[src/rtl/clkout_pkg.sv]
package clkout_pkg;
  // Width of a period expressed in oscillator half-periods.
  localparam int HPW = 5;
  typedef logic [HPW-1:0] hp_t;

  // Periods in half-periods (twice the divisor).
  localparam hp_t HP_DIV1   = hp_t'(2);
  localparam hp_t HP_DIV1P5 = hp_t'(3);
  localparam hp_t HP_DIV2   = hp_t'(4);
  localparam hp_t HP_DIV6   = hp_t'(12);
  localparam hp_t HP_DIV7P5 = hp_t'(15);
  localparam hp_t HP_DIV10  = hp_t'(20);
  localparam hp_t HP_DIV12  = hp_t'(24);

  // Number of divided outputs and their slots.
  localparam int NOUT     = 3;
  localparam int OUT_CPU  = 0;
  localparam int OUT_CLK1 = 1;
  localparam int OUT_CLK2 = 2;

  function automatic hp_t cpu_period(input logic half_rate);
    return half_rate ? HP_DIV2 : HP_DIV1;
  endfunction

  function automatic hp_t clk1_period(input logic frac_sel, input logic src_sel);
    if (src_sel)       return HP_DIV2;
    else if (frac_sel) return HP_DIV1P5;
    else               return HP_DIV1;
  endfunction

  function automatic hp_t clk2_period(input logic [1:0] code);
    case (code)
      2'b00:   return HP_DIV7P5;
      2'b01:   return HP_DIV6;
      2'b10:   return HP_DIV12;
      default: return HP_DIV10;
    endcase
  endfunction
endpackage

[src/rtl/clkout_start.sv]
// Reset synchroniser and oscillator start-up pulse counter.
module clkout_start #(
  parameter int SYNC_STAGES = 2,
  parameter int GOOD_PULSES = 3
) (
  input  logic osc_clk,
  input  logic rst_n,
  input  logic osc_halt,
  output logic rst_sync_n,
  output logic ready
);
  localparam int CW = $clog2(GOOD_PULSES + 1);
  localparam logic [CW-1:0] CNT_DONE = CW'(GOOD_PULSES);

  logic [SYNC_STAGES-1:0] sync_q;
  logic [CW-1:0]          cnt_q, cnt_n;
  logic                   ready_q;

  always_ff @(posedge osc_clk or negedge rst_n) begin
    if (!rst_n) sync_q <= '0;
    else        sync_q <= {sync_q[SYNC_STAGES-2:0], 1'b1};
  end
  assign rst_sync_n = sync_q[SYNC_STAGES-1];

  always_comb begin
    if (osc_halt)              cnt_n = '0;
    else if (cnt_q == CNT_DONE) cnt_n = cnt_q;
    else                        cnt_n = cnt_q + 1'b1;
  end

  always_ff @(posedge osc_clk or negedge rst_sync_n) begin
    if (!rst_sync_n) begin
      cnt_q   <= '0;
      ready_q <= 1'b0;
    end else begin
      cnt_q   <= cnt_n;
      ready_q <= (cnt_n == CNT_DONE);
    end
  end
  assign ready = ready_q;
endmodule

[src/rtl/clkout_ctrl_reg.sv]
// Control register with a clear-on-read activity flag in bit 7.
module clkout_ctrl_reg #(
  parameter int DW = 8
) (
  input  logic          clk,
  input  logic          rst_n,
  input  logic          wr_en,
  input  logic [DW-1:0] wr_data,
  input  logic          rd_en,
  input  logic          act_evt,
  output logic [DW-2:0] cfg,
  output logic          act
);
  logic [DW-2:0] cfg_q, cfg_n;
  logic          act_q, act_n;

  always_comb begin
    cfg_n = wr_en ? wr_data[DW-2:0] : cfg_q;
    if (act_evt)    act_n = 1'b1;
    else if (rd_en) act_n = 1'b0;
    else            act_n = act_q;
  end

  always_ff @(posedge clk or negedge rst_n) begin
    if (!rst_n) begin
      cfg_q <= '0;
      act_q <= 1'b0;
    end else begin
      cfg_q <= cfg_n;
      act_q <= act_n;
    end
  end

  assign cfg = cfg_q;
  assign act = act_q;
endmodule

[src/rtl/clkout_frac_div.sv]
// Half-period divider: period of P half-periods, high for floor(P/2).
// The first-half level is registered on the rising edge and the second-half
// level on the falling edge; the oscillator level picks between them.
module clkout_frac_div
  import clkout_pkg::*;
(
  input  logic clk,
  input  logic rst_n,
  input  logic en_req,
  input  hp_t  p_req,
  output logic clk_o
);
  hp_t          h_q, p_q, h_n, p_n, h_inc1;
  logic [HPW:0] h_inc2;
  logic         en_q, en_n;
  logic         sec_lvl, first_n, adopt;
  logic         hi1_q, hi2_q;

  always_comb begin
    h_inc1  = (h_q + 1'b1 == p_q) ? '0 : hp_t'(h_q + 1'b1);
    sec_lvl = en_q && (h_inc1 < (p_q >> 1));
    h_inc2  = {1'b0, h_q} + (HPW+1)'(2);
    adopt   = ((en_req != en_q) || (p_req != p_q)) && !sec_lvl;
    if (adopt) begin
      h_n  = '0;
      p_n  = p_req;
      en_n = en_req;
    end else begin
      p_n  = p_q;
      en_n = en_q;
      if (!en_q)                       h_n = '0;
      else if (h_inc2 >= {1'b0, p_q})  h_n = hp_t'(h_inc2 - {1'b0, p_q});
      else                             h_n = hp_t'(h_inc2);
    end
    first_n = en_n && (h_n < (p_n >> 1));
  end

  always_ff @(posedge clk or negedge rst_n) begin
    if (!rst_n) begin
      h_q   <= '0;
      p_q   <= HP_DIV1;
      en_q  <= 1'b0;
      hi1_q <= 1'b0;
    end else begin
      h_q   <= h_n;
      p_q   <= p_n;
      en_q  <= en_n;
      hi1_q <= first_n;
    end
  end

  always_ff @(negedge clk or negedge rst_n) begin
    if (!rst_n) hi2_q <= 1'b0;
    else        hi2_q <= sec_lvl;
  end

  assign clk_o = clk ? hi1_q : hi2_q;
endmodule

[src/rtl/clkout_gen.sv]
module clkout_gen
  import clkout_pkg::*;
(
  input  logic       osc_clk,
  input  logic       rst_n,
  input  logic       osc_halt,
  input  logic       wr_en,
  input  logic       rd_en,
  input  logic [7:0] wr_data,
  input  logic       act_evt,
  output logic [7:0] rd_data,
  output logic       sleep_blocked,
  output logic       clk_ready,
  output logic       cpu_clk,
  output logic       clk1_out,
  output logic       clk2_out
);
  logic            rst_sync_n;
  logic            ready;
  logic [6:0]      cfg;
  logic            act;
  logic [NOUT-1:0] en_req;
  hp_t             p_req [NOUT];
  logic [NOUT-1:0] clk_vec;

  clkout_start #(.SYNC_STAGES(2), .GOOD_PULSES(3)) u_start (
    .osc_clk    (osc_clk),
    .rst_n      (rst_n),
    .osc_halt   (osc_halt),
    .rst_sync_n (rst_sync_n),
    .ready      (ready)
  );

  clkout_ctrl_reg #(.DW(8)) u_reg (
    .clk     (osc_clk),
    .rst_n   (rst_sync_n),
    .wr_en   (wr_en),
    .wr_data (wr_data),
    .rd_en   (rd_en),
    .act_evt (act_evt),
    .cfg     (cfg),
    .act     (act)
  );

  always_comb begin
    en_req[OUT_CPU]  = ready;
    p_req[OUT_CPU]   = cpu_period(cfg[5]);
    en_req[OUT_CLK1] = ready && cfg[1];
    p_req[OUT_CLK1]  = clk1_period(cfg[6], cfg[0]);
    en_req[OUT_CLK2] = ready && cfg[4];
    p_req[OUT_CLK2]  = clk2_period(cfg[3:2]);
  end

  for (genvar g = 0; g < NOUT; g++) begin : g_div
    clkout_frac_div u_div (
      .clk    (osc_clk),
      .rst_n  (rst_sync_n),
      .en_req (en_req[g]),
      .p_req  (p_req[g]),
      .clk_o  (clk_vec[g])
    );
  end

  assign cpu_clk       = clk_vec[OUT_CPU];
  assign clk1_out      = clk_vec[OUT_CLK1];
  assign clk2_out      = clk_vec[OUT_CLK2];
  assign rd_data       = {act, cfg};
  assign sleep_blocked = act;
  assign clk_ready     = ready;
endmodule

[config.mk]
export PLATFORM = sky130hd
export DESIGN_NAME = clkout_gen
export DESIGN_NICKNAME = d
export VERILOG_FILES = /design/src/rtl/clkout_pkg.sv /design/src/rtl/clkout_start.sv /design/src/rtl/clkout_ctrl_reg.sv /design/src/rtl/clkout_frac_div.sv /design/src/rtl/clkout_gen.sv
export SDC_FILE = /design/constraint.sdc
export NUM_CORES = 1
export LEC_CHECK = 0
export BUFFER_PORTS_ARGS = -buffer_cell sky130_fd_sc_hd__buf_2
export CORE_ASPECT_RATIO = 1.5
export CORE_UTILIZATION = 50
export CTS_CLUSTER_SIZE = 30
export DETAILED_ROUTE_END_ITERATION = 10
export PLACE_DENSITY_LB_ADDON = 0.1
export RECOVER_POWER = 50
export SYNTH_ARGS = -nofsm -noshare
export SYNTH_HDL_FRONTEND = slang
export SYNTH_SLANG_ARGS = --single-unit
export TNS_END_PERCENT = 100
[constraint.sdc]
create_clock -name osc_clk -period 2.2 [get_ports osc_clk]
set_input_delay 0.33 -clock osc_clk [delete_from_list [all_inputs] [get_ports osc_clk]]
set_output_delay 0.33 -clock osc_clk [all_outputs]
set_load 0.03 [all_outputs]
==> results of run 1 <==
## cell families after synthesis
kind of cell	synth area share, %
and+or+nand+nor	15.0
AOI/OAI and AO/OA	15.0
DFF	34.5
buffers and inverters	4.68
adders and majority gates	14.4
xor gates and xnor gates	9.94
muxes	6.37
other	0.101
## what timing repair did
item / CTS / global route
pin swaps: 33 / 25
hold endpoints to repair: 2 / 0
resized for setup: 80 / 56
setup buffers: 32 / 16
setup endpoints to repair: 41 / 41
cloned: 0 / 0
hold buffers: 1 / 0
## worst max-delay path: stages, from the launching register on
cell and delay, ns:
dfrtp_2 0.43, ha_4 0.18, nand3_4 0.11, xor2_4 0.21, xnor2_2 0.25, nor2_4 0.08
nor2b_1 0.11, ha_1 0.23, a21boi_2 0.15, o21ai_1 0.11, nand2b_1 0.13, a2111oi_4 0.38
a41o_2 0.21, nand2_4 0.08, nor2_4 0.15, ha_4 0.22, a21o_1 0.17, a21oi_2 0.15
o21ai_1 0.08, a31oi_1 0.17, o31a_1 0.16
## per-layer routing
layer | global-route usage [%] | vias up | share of wire [%] | routed length, um
met5 | 0 | - | 0 | 0
met4 | 17.5 | 0 | 4.5 | 546
met3 | 4.78 | 45 | 2.6 | 312
met2 | 55.1 | 103 | 57 | 6910
met1 | 29.7 | 1797 | 36 | 4300
li1 | - | 1710 | - | -
## cell usage in the layout (no fill, tap or decap), types with 3 or more instances in the layout
cell type / Yosys / routed
xnor2_2: 0 / 5
ha_4: 0 / 11
nor2_2: 0 / 5
ha_1: 38 / 26
mux2i_1: 9 / 5
xor2_1: 15 / 12
nand3_1: 13 / 10
clkbuf_8: 0 / 9
nand2_2: 0 / 4
fa_1: 3 / 3
a31oi_1: 3 / 3
dfrtn_1: 3 / 3
dfstp_2: 3 / 3
a21o_1: 10 / 10
dfrtp_2: 0 / 5
o21a_1: 6 / 6
inv_2: 0 / 6
nand2b_1: 6 / 6
inv_1: 36 / 30
and3_4: 0 / 3
o21ai_0: 11 / 6
buf_4: 2 / 142
dfrtp_1: 45 / 40
buf_6: 0 / 27
a21oi_1: 16 / 11
nor2_4: 0 / 11
nand2_1: 27 / 17
xnor3_1: 3 / 3
xnor2_1: 14 / 9
mux2_2: 13 / 11
o21ai_1: 0 / 3
mux2i_2: 0 / 3
nor2_1: 32 / 16
nand2_4: 1 / 7
o211ai_1: 4 / 4
nor3_1: 4 / 3
a21oi_2: 0 / 4
nor2b_1: 9 / 7
buf_2: 1 / 21
## flip-flops by register name, indices dropped and copies added, names as in the netlist
| name | count |
|---|---|
| g_div.u_div.h_q | 15 |
| g_div.u_div.p_q | 14 |
| u_reg.cfg | 7 |
| g_div.u_div.en_q | 3 |
| g_div.u_div.hi1_q | 3 |
| g_div.u_div.hi2_q | 3 |
| u_start.cnt_q | 2 |
| u_start.sync_q | 2 |
| u_reg.act | 1 |
| u_start.ready | 1 |
## power by group
group	switching, W	internal (W)
Combinational	0.00166	0.00173
Sequential	0.000126	0.00110
Clock	0.000480	0.000467
## area by class of cell
class,instances,area (um^2),area share [%]
clock buffers,13,161,2.68
multi-input cells,284,2840,47.2
clock inverters,3,20.0,0.332
flip-flops and latches,51,1290,21.3
well taps,100,125,2.08
inverters,36,135,2.24
repair buffers,189,1460,24.1
## stage by stage
stage | instance area [um^2] | setup TNS (ns) | worst slack (ns) | hold WS (ns)
final | 6030 | -32.26 | -1.65 | 0.0900
after detailed placement | 5010 | -31.14 | -1.75 | 0.119
after global placement | 5010 | -28.41 | -1.54 | 0.113
after global routing | 6030 | -36.23 | -1.85 | 0.0860
after CTS | 5720 | -29.47 | -1.54 | 0.0771
after floorplan | 3810 | -23.49 | -1.73 | 0.0344
## path summary, 6_finish.rpt
check / start / end / slack [ns] / cells after the start
max: g_div[0].u_div.h_q[1]$_DFF_PN0_ / g_div[0].u_div.hi1_q$_DFF_PN0_ / -1.65 / 20
min: act_evt / u_reg.act$_DFFE_PN0P_ / 0.09 / 2
max reg2reg: g_div[0].u_div.h_q[1]$_DFF_PN0_ / g_div[0].u_div.hi1_q$_DFF_PN0_ / -1.65 / 20
min reg2reg: u_start.sync_q[1]$_DFF_PN0_ / u_reg.cfg[3]$_DFFE_PN0P_ / 0.19 / 0
max in group asynchronous: u_start.sync_q[1]$_DFF_PN0_ / g_div[1].u_div.hi2_q$_DFF_NN0_ / 0.72 / 0
min in group asynchronous: u_start.sync_q[1]$_DFF_PN0_ / u_reg.cfg[3]$_DFFE_PN0P_ / 0.19 / 0
==> flow_summary.yaml, run 1 <==
status:
  violations: "negative setup slack"
  status: "finished with violations"
route:
  num_vias: 3655
  drc: 0
  drt_iter0_markers: 150
  routed_wl_mm: 12.1
  antenna_left: 0
  viasPerCell: 5.41
  wl_per_cell_um: 17.9
  dr.pass1.iters: 4
finish:
  fin_nets: 629
  diodes: 0
  post-route-util_pct: 83.4
  area_delta_synth_final_pct: 62.2
  drive_gt1_share_pct: 54.7
  final_cells: 676
  fill_cells: 413
hold_path:
  min_path_type: "input pin to register"
synthesis:
  ys_types: 59
  synth_area_mm2: 0.00371
  async_flop_share_pct: 100
  synthFlopType: "dfrtp_1"
  syn_inst: 379
  syn-mean-instance-area_um2: 9.80
  synth.net_count: 434
  ys_ff_latch: 51
  synth_warnings: 0
  synth_common_cells: "45 x dfrtp_1, 38 x ha_1, 36 x inv_1"
  synth_edf_count: 0
  yosys.area.top_type: "dfrtp_1"
  yosysSeqAreaShare_pct: 34.5
  synth.area.top_cells: "dfrtp_1 30%, ha_1 13%, mux2_2 3.9%"
  synthMostInstantiatedCell: "dfrtp_1"
  yosysTopAreaCellShare_pct: 30.3
setup_path:
  worstSetupPathType: "register to register"
  crit_fanout: 4
  arrival_ns: 4.21
  crit_required_ns: 2.57
  endpoint_kind: "register"
  cp-start-kind: "register"
floorplanning:
  start_util_pct: 51.4
  die_w_um: 72.4
  die-area_mm2: 0.00779
  die_h_um: 108
  rows: 38
  io_pins: 27
  core_area_mm2: 0.00723
timing:
  finalSetupViolCount: 41
  relSlewSlack_pct: 61.2
  clock_skew_ns: 0.0152
  grt_setup_unrepaired: "true"
  slew_violations: 0
  period_share_pct: 175
  worst_pin_slew_ns: 0.578
  hold_viol: 0
  setup_slack_ns: -1.65
  max_freq_mhz: 260
  fin_crit_ns: 3.85
global_routing:
  grt.overflow.total: 0
  grt_pass1_vias: 3853
  antenna_found_initial: 0
  grt_pass1_wl_mm: 17.2
  grt_usage_pct: 29.4
  grt_start_max_net_pins: 23
placed_design:
  placement.io_buffers: 25
  routabilityCongestion: 0.844
  place_inst: 628
  hpwl_mm: 7.58
pwr:
  irDropWorstVdd_uv: 659
  p_per_area_mw_per_mm2: 924
  total_leakage_power_nw: 3.02
  p_total_w: 0.00557
clock_tree:
  cts_tree: "yes"
  cts.clk_slew.worst_paths_ns: 0.10
  clock_latency_ns: 0.43
job:
  drv_cap: 0
No activity file was read; power rests on OpenSTA's default activity.
==> run 2: changes to the inputs <==
- CAP_MARGIN: default -> 10
- CORE_UTILIZATION: 50 -> 25
==> run 2 against run 1 <==
The run still ends with negative setup slack left. Flip-flop and latch count is the same. Count of clock-buffer cells in the layout increased by 1. Routed wire length is 6.9% lower. Combinational power is 4% lower. Global-route usage decreased by 14 points. Critical endpoint is now g_div[2].u_div.hi1_q$_DFF_PN0_. Largest power group unchanged. Highest routed layer unchanged.
==> flow_summary.yaml, run 2 (same netlist as run 1, synthesis figures left out) <==
timing:
  slew_violations: 0
  period_share_pct: 168
  finalSetupViolCount: 41
  clock_skew_ns: 0.0443
  setup_slack_ns: -1.49
  fin_crit_ns: 3.69
  hold_viol: 0
  grt_setup_unrepaired: "true"
  worst_pin_slew_ns: 0.909
  relSlewSlack_pct: 39.4
  max_freq_mhz: 271
  fin_tns_setup_ns: -30.36
job:
  drv_cap: 0
setup_path:
  cp-endpoint: "g_div[2].u_div.hi1_q$_DFF_PN0_"
  endpoint_kind: "register"
  crit_fanout: 7
  arrival_ns: 4.01
  reg2reg_slack_ns: -1.49
  cp-start-kind: "register"
  max_stage_delay_ns: 0.38
  crit_slowest_cell: "dfrtp_1"
  worstSetupPathType: "register to register"
  critPathLaunch: "g_div[2].u_div.h_q[1]$_DFF_PN0_"
  crit_path_cell_trace: "ha_2, xor3_1, nor3_2, and3_1, nor2b_1, ha_1, nor2b_1, o21a_1, o21a_1, o41ai_4, buf_6, nand2_4, a211oi_4, ha_1, o211ai_1, nor2_1, mux2i_1, o311ai_2, a21oi_1"
  r2r-start: "g_div[2].u_div.h_q[1]$_DFF_PN0_"
  timing.rr.end: "g_div[2].u_div.hi1_q$_DFF_PN0_"
  r2r_cells: 19
  crit_required_ns: 2.52
status:
  status: "finished with violations"
  violations: "negative setup slack"
route:
  routed_wl_mm: 11.2
  num_vias: 3425
  antenna_left: 0
  drt_iter0_markers: 59
  dr.pass1.iters: 4
  wl_per_cell_um: 14.6
  drc: 0
  viasPerCell: 4.44
global_routing:
  grt.overflow.total: 0
  grt_pass1_vias: 3748
  antenna_found_initial: 0
  grt_start_max_net_pins: 24
  met2_usage_pct: 30.2
  grt_usage_pct: 15.8
  gr-max-usage-layer: "met2"
  grt.met3_usage_pct: 2.45
  grt.met1_usage_pct: 15.6
  grt_pass1_wl_mm: 18.0
finish:
  diodes: 0
  largest-register: "g_div.u_div.h_q"
  fill_cells: 1465
  final_cells: 772
  drive_gt1_share_pct: 50.5
  area_delta_synth_final_pct: 64.1
  final_common_cell: "buf_4"
  final_cell_mix: "140 x buf_4, 44 x dfrtp_1, 30 x ha_1"
  fin_nets: 629
  largest_reg_flops: 15
pwr:
  p_total_w: 0.00582
  total_leakage_power_nw: 3.07
  irDropWorstVdd_uv: 318
  p_per_area_mw_per_mm2: 955
clock_tree:
  clock_latency_ns: 0.44
  cts.clk_slew.worst_paths_ns: 0.07
  cts_tree: "yes"
placed_design:
  routabilityCongestion: 0.872
  place_ws_ns: -1.71
  placement.io_buffers: 25
  hpwl_mm: 8.90
  place_inst: 736
floorplanning:
  start_util_pct: 25.6
  die_h_um: 151
  rows: 54
  core_area_mm2: 0.0145
  die_w_um: 102
  io_pins: 27
  die-area_mm2: 0.0154
hold_path:
  min_path_type: "input pin to register"
  worstHoldStart: "act_evt"
  worstHoldPathCells: 2
run 2: cell types whose count changed in the layout (fill, tap and decap cells not counted), sizes merged:
cell,change
clkinv,+1
inv,-1
clkinvlp,-1
clkbuf,+4
buf,-3
run 2: worst min-delay path by stage:
stage / endpoint
after floorplan: u_start.sync_q[0]$_DFF_PN0_
after global placement: u_start.sync_q[0]$_DFF_PN0_
after detailed placement: u_start.sync_q[0]$_DFF_PN0_
after CTS: u_reg.act$_DFFE_PN0P_
after global routing: u_start.cnt_q[1]$_DFF_PN0_
final: u_reg.act$_DFFE_PN0P_
run 2: metal layers:
metal / routed length, um / vias up
li1: - / 1718
met1: 4300 / 1631
met2: 6260 / 48
met3: 197 / 28
met4: 483 / 0
met5: 0 / -
run 2: cell type report:
type	count	area (um^2)	share of cell area, %
clock inverter	2	8.76	0.144
tap	196	245	4.02
sequential	51	1280	21.0
clock buffer	14	277	4.54
timing repair buffer	189	1450	23.7
inverter	36	135	2.22
multi-input combinational	284	2700	44.4
run 2: critical path, delay by kind of cell (launching register included):
kind	cells	cell delay [ns]
xor gates and xnor gates	1	0.24
buffers and inverters	1	0.18
adders and majority gates	3	0.75
and+or+nand+nor	6	0.75
AOI/OAI and AO/OA	7	1.16
muxes	1	0.17
DFF	1	0.38
run 2: where the power goes:
| part | switching (W) | total, W | leakage [nW] | internal (W) |
|---|---|---|---|---|
| clock network | 0.000509 | 0.00136 | 0.164 | 0.000849 |
| logic | 0.00154 | 0.00326 | 2.25 | 0.00171 |
| registers | 0.000113 | 0.00121 | 0.653 | 0.00110 |
run 2: through the flow:
stage	hold WS, ns	utilization, %	area [um^2]
6_report	0.104	42.0	6100
5_1_grt	0.110	42.0	6100
4_1_cts	0.0966	40.8	5930
3_5_place_dp	0.120	35.9	5220
3_3_place_gp	0.119	35.9	5220
2_1_floorplan	0.0344	-	3810
run 2: what timing repair did:
| item | CTS | global route |
|---|---|---|
| buffers inserted | 22 | 10 |
| hold buffers | 1 | 0 |
| pin swaps | 28 | 26 |
| endpoints found under the setup margin | 41 | 41 |
| endpoints found under the hold margin | 2 | 0 |
| resized for setup | 75 | 30 |
